File: src/rtl/cart_bank_decoder.sv
module cart_bank_decoder #(
  parameter int PRG_BANKS = 16,
  parameter int CHR_BANKS = 16
) (
  input  logic                           clk,
  input  logic                           rst_n,
  input  logic [15:0]                    cpu_addr,
  input  logic [7:0]                     cpu_data,
  input  logic                           cpu_wr,
  input  logic [13:0]                    ppu_addr,
  output logic [$clog2(PRG_BANKS)+12:0]  prg_rom_addr,
  output logic                           prg_rom_sel,
  output logic [$clog2(CHR_BANKS)+12:0]  chr_rom_addr,
  output logic                           chr_rom_sel
);
  localparam int PB = $clog2(PRG_BANKS);
  localparam int CB = $clog2(CHR_BANKS);
  localparam logic [PB-1:0] FIX_BASE = PB'(PRG_BANKS - 4);

  logic [7:0] prg_q, chr_q;
  logic       full_wr, part_wr;
  logic [PB-1:0] prg_bank, fix_bank;
  logic [CB-1:0] chr_bank;

  assign full_wr = cpu_wr && cpu_addr[15] && (!cpu_addr[12] || cpu_addr[15:12] == 4'hF);
  assign part_wr = cpu_wr && cpu_addr[15] && !full_wr;

  always_ff @(posedge clk) begin
    if (!rst_n) begin
      prg_q <= 8'hFF;
      chr_q <= 8'h00;
    end else if (full_wr) begin
      prg_q <= cpu_data;
      chr_q <= cpu_data;
    end else if (part_wr) begin
      chr_q <= {7'b0, cpu_data[0]};
    end
  end

  assign prg_bank = prg_q[PB-1:0];
  assign chr_bank = chr_q[CB-1:0];
  assign fix_bank = FIX_BASE + {{(PB-2){1'b0}}, cpu_addr[14:13]};

  assign prg_rom_addr = {cpu_addr[15] ? fix_bank : prg_bank, cpu_addr[12:0]};
  assign prg_rom_sel  = cpu_addr[15] || (cpu_addr[14:13] == 2'b11);
  assign chr_rom_addr = {chr_bank, ppu_addr[12:0]};
  assign chr_rom_sel  = !ppu_addr[13];

  p_fixed_window_r3: assert property (@(posedge clk) disable iff (!rst_n)
    cpu_addr[15] |-> (prg_rom_sel && prg_rom_addr[PB+12:13] >= FIX_BASE))
    else $error("fixed window left the last 32 KB");

  p_low_write_ignored_r7: assert property (@(posedge clk) disable iff (!rst_n)
    (cpu_wr && !cpu_addr[15]) |=> ($stable(prg_q) && $stable(chr_q)))
    else $error("write below 8000 changed a bank register");

  p_partial_keeps_prg_r6: assert property (@(posedge clk) disable iff (!rst_n)
    (cpu_wr && cpu_addr[15] && cpu_addr[12] && cpu_addr[15:12] != 4'hF)
      |=> ($stable(prg_q) && chr_q[7:1] == 7'b0))
    else $error("partial write touched program bank");

  p_idle_stable_r9: assert property (@(posedge clk) disable iff (!rst_n)
    !cpu_wr |=> ($stable(prg_q) && $stable(chr_q)))
    else $error("register changed without strobe");

  p_switch_offset_r2: assert property (@(posedge clk) disable iff (!rst_n)
    (prg_rom_sel && !cpu_addr[15]) |-> prg_rom_addr[12:0] == cpu_addr[12:0])
    else $error("switchable window offset wrong");

  p_below_window_r8: assert property (@(posedge clk) disable iff (!rst_n)
    (cpu_addr < 16'h6000) |-> !prg_rom_sel)
    else $error("select active below 6000");
endmodule

File: config.mk
export PLATFORM = sky130hd
export DESIGN_NAME = cart_bank_decoder
export DESIGN_NICKNAME = d
export VERILOG_FILES = /design/src/rtl/cart_bank_decoder.sv
export SDC_FILE = /design/constraint.sdc
export NUM_CORES = 1
export LEC_CHECK = 0
export BUFFER_PORTS_ARGS = -buffer_cell sky130_fd_sc_hd__buf_4
export CAP_MARGIN = 10
export CORE_ASPECT_RATIO = 0.8
export CORE_MARGIN = 3
export CORE_UTILIZATION = 32
export CTS_CLUSTER_SIZE = 14
export DETAILED_ROUTE_END_ITERATION = 10
export HOLD_SLACK_MARGIN = 0.1
export PLACE_DENSITY_LB_ADDON = 0.25
export SLEW_MARGIN = 20
export SYNTH_ARGS = -nofsm -noshare
export SYNTH_HDL_FRONTEND = slang
export SYNTH_SLANG_ARGS = --single-unit
File: constraint.sdc
create_clock -name clk -period 3.5 [get_ports clk]
set_clock_uncertainty 0.2 [all_clocks]
set_input_delay 1.05 -clock clk [delete_from_list [all_inputs] [get_ports clk]]
set_output_delay 1.05 -clock clk [all_outputs]
set_load 0.01 [all_outputs]
# --- Yosys cells after proc, flatten, opt, wreduce, memory -nomap -nowiden ---
# Index checks and enable logic that the tools add are counted.
# Widths: inputs -> output; s select.
op_classes:
  n_addsub: 1
  mux: 3
  n_eq_ne: 2
  reduce_logical: 9
op_table:
  columns: ["cell", "count"]
  rows:
  - ["$mux 4", 3]
  - ["$add 3x3->4 const A", 1]
  - ["$eq 4x4->1 const B", 1]
  - ["$logic_and 1x1->1", 3]
  - ["$logic_not 1->1", 3]
  - ["$eq 2x2->1 const B", 1]
  - ["$logic_or 1x1->1", 2]
  - ["$reduce_bool 2->1", 1]
totals:
  ff_bits: 8
  out_inout_bits: 36
  wordCells: 17

# --- Logic depth before layout (Yosys ltp) ---
logic_depth:
  word_depth: 7
  depth_mapped: 4
  depth_no_buf: 3

# --- Worst setup path before layout ---
# Ideal clock, no wire load.
synth_timing:
  path_kind: "in2out"
  startpoint: "input cpu_addr[15]"
  endpoint: "output prg_rom_addr[13]"
  path_slack_ns: 0.865
  stages: 1
  arrival_time_ns: 1.385
  n_path_buf: 0
  required_ns: 2.250
  path_cell_list: "mux2_2"
synth_between:
  elab_chain_len: 1
synth_rtl:
  columns: ["element", "line", "source"]
  rows:
  - ["from (decl)", "7", "input logic [15:0] cpu_addr,"]
  - ["$mux 4", "44", "assign prg_rom_addr = {cpu_addr[15] ? fix_bank : prg_bank, cpu_addr[12:0]};"]
  - ["to (decl)", "11", "output logic [$clog2(PRG_BANKS)+12:0] prg_rom_addr,"]
# No other way between the ends.

# --- Worst setup path after layout ---
layout_timing:
  startpoint: "input cpu_addr[15]"
  endpoint: "output prg_rom_addr[14]"
# Same word-level chain as after synthesis.

==> out/metrics.cfg <==
[cells_and_area]
layout_commonest_cell = buf_4
n_antenna_cell = 0
final_cell_mix = 22 x buf_4, 8 x dfxtp_1
fin_cells = 86
n_fill_cell = 162
num-nets-final = 108
area_growth_pct = 0.676
drive_gt1_frac = 0.462

[power]
p_leak_nw = 0.255
power_density_mw_per_mm2 = 375
ir_drop_v = 0.000146

[worst_setup_path]
worstSetupEndpointType = primary output
crit_top_cell = buf_4
critPathSlowestCell = mux2_2
max_stage_delay_ns = 0.33
r2r-start = prg_q[3]
cp-start-kind = input pin
crit_fanout = 7
crit_chain = buf_4 > mux2_2 > buf_4
reg2reg_setup_slack_ns = 2.69
rr_worst_depth = 2
reg2reg_to = prg_q[3]
crit_required_ns = 2.25
cp-startpoint = cpu_addr[15]
worstSetupPathType = in -> out
crit_end = prg_rom_addr[14]
cp_data_arrival_time_ns = 1.64

[timing]
hold_viol_final = 0
fin_crit_ns = 2.89
setup_ws_ns = 0.606
slew_headroom = 0.696
timing.setup.tns_ns = 0
drv_slew = 0
rsz0062_at_grt = false
clock.fmax_mhz = 346
finalCritPeriodShare = 0.827
worst_pin_slew_ns = 0.452
setup_violations = 0

[routing]
viasPerCell = 4.30
routedWlPerCell_um = 11.7
drc = 0
antenna_left = 0
drt-initial-drc-count = 3
dr.pass1.iters = 4
routed_wirelength_mm = 1.01
vias = 370

[global_routing]
track_usage = 0.100
grt_first_pass_wirelength_mm = 1.60
grt_pass1_vias = 364
grt_max_degree = 12
overflow = 0
antenna_found_initial = 0

[floorplan]
die_width_um = 52.6
coreArea_mm2 = 0.00150
fp.dieH_um = 43.3
initial_core_util = 0.370
dieArea_mm2 = 0.00228
io_pins = 77
num_rows = 12

[clocking]
insertion_delay_ns = 0.25
numCtsBuffers = 3
cts_sinks = 8
cts_tree = done
postCtsSetupBuffers = 0
clockBufferDepth = 2
clk_pin_slew_ns = 0.05
cts-hold-fix-buffers = 0
h-tree-depth = 1
cts_root_buf = clkbuf_4
cts_resized = 0

[placed_design]
dpl_worst_slack_ns = 0.601
io_buffers = 22
gp_congestion = 0.648
place_inst = 83
dpl.hpwl_um = 754

[synthesis]
synth_area_um2 = 556
synth_top_area_share = 0.351
synth_cells = 68
synth_nets = 109
synth.top_cells.by_area = buf_4 35%, dfxtp_1 29%, mux2_2 4.1%
synth_cell_type_count = 16
synth_top_cell_by_area = buf_4
yosysSeqAreaShare = 0.288
synth-seq-cells = 8
yosys_warnings = 0
postSynthAreaPerCell_um2 = 8.17

[flow_run]
drv_cap = 0

[status]
outcome = complete, no violations

[min_path]
hold_class = reg -> reg

through the flow:
step	utilization	power, mW	hold WS [ns]	instance area (um2)
after detailed placement	0.358	0.142	0.253	537
after floorplan	-	0.148	0.222	556
after global placement	0.358	0.141	0.238	537
final	0.373	0.209	0.258	559
after CTS	0.373	0.214	0.261	559
after global routing	0.373	0.227	0.280	559
Yosys cell counts (all sizes together):
library cell  number
o211ai             3
buf               27
nand2              5
o21ai              7
nand3              4
clkbuf             1
inv                4
a21boi             2
dfxtp              8
mux2               2
a21o               2
or2                3
per-layer routing:
metal / vias to the layer above / part of all wire / GRT usage
li1: 193 / - / -
met1: 148 / 0.45 / 0.112
met2: 23 / 0.39 / 0.141
met3: 6 / 0.13 / 0.0491
met4: 0 / 0.023 / 0.0816
met5: - / 0 / 0
critical path: cells and delay by family:
family	cells	cell delay [ns]
buffers and inverters	2	0.26
multiplexers	1	0.33
worst min-delay path by stage:
stage	start	end	slack, ns	cells after the start
after global routing	chr_q[2]	chr_q[2]	0.28	2
after detailed placement	chr_q[2]	chr_q[2]	0.25	2
final	chr_q[2]	chr_q[2]	0.26	2
after global placement	prg_q[0]	prg_q[0]	0.24	1
after floorplan	prg_q[0]	prg_q[0]	0.22	1
after CTS	chr_q[2]	chr_q[2]	0.26	2
logic make-up (layout without fill, tap and decap cells):
group                  after synthesis  after routing  synth area share
DFF                                  8              8             0.288
and+or+nand+nor                     12             12             0.108
muxes                                2              2            0.0405
AOI/OAI and AO/OA                   14             14             0.158
buffers and inverters               32             29             0.405
area by class of cell:
type / instances / area (um2) / share of cell area
well taps: 21 / 26.3 / 0.0470
flip-flops and latches: 8 / 160 / 0.286
inverters: 4 / 15.0 / 0.0268
multi-input cells: 28 / 170 / 0.304
clock buffers: 3 / 22.5 / 0.0403
repair buffers: 22 / 165 / 0.295
where the power goes:
group | internal, mW | switching, mW | total, mW
Clock | 0.0392 | 0.0311 | 0.0703
Sequential | 0.0958 | 0.00214 | 0.0980
Combinational | 0.0227 | 0.0185 | 0.0412
flip-flops by register name (all words and copies together) (netlist names):
signal and count:
prg_q 4, chr_q 4
Power figures use the tool's default switching activity.
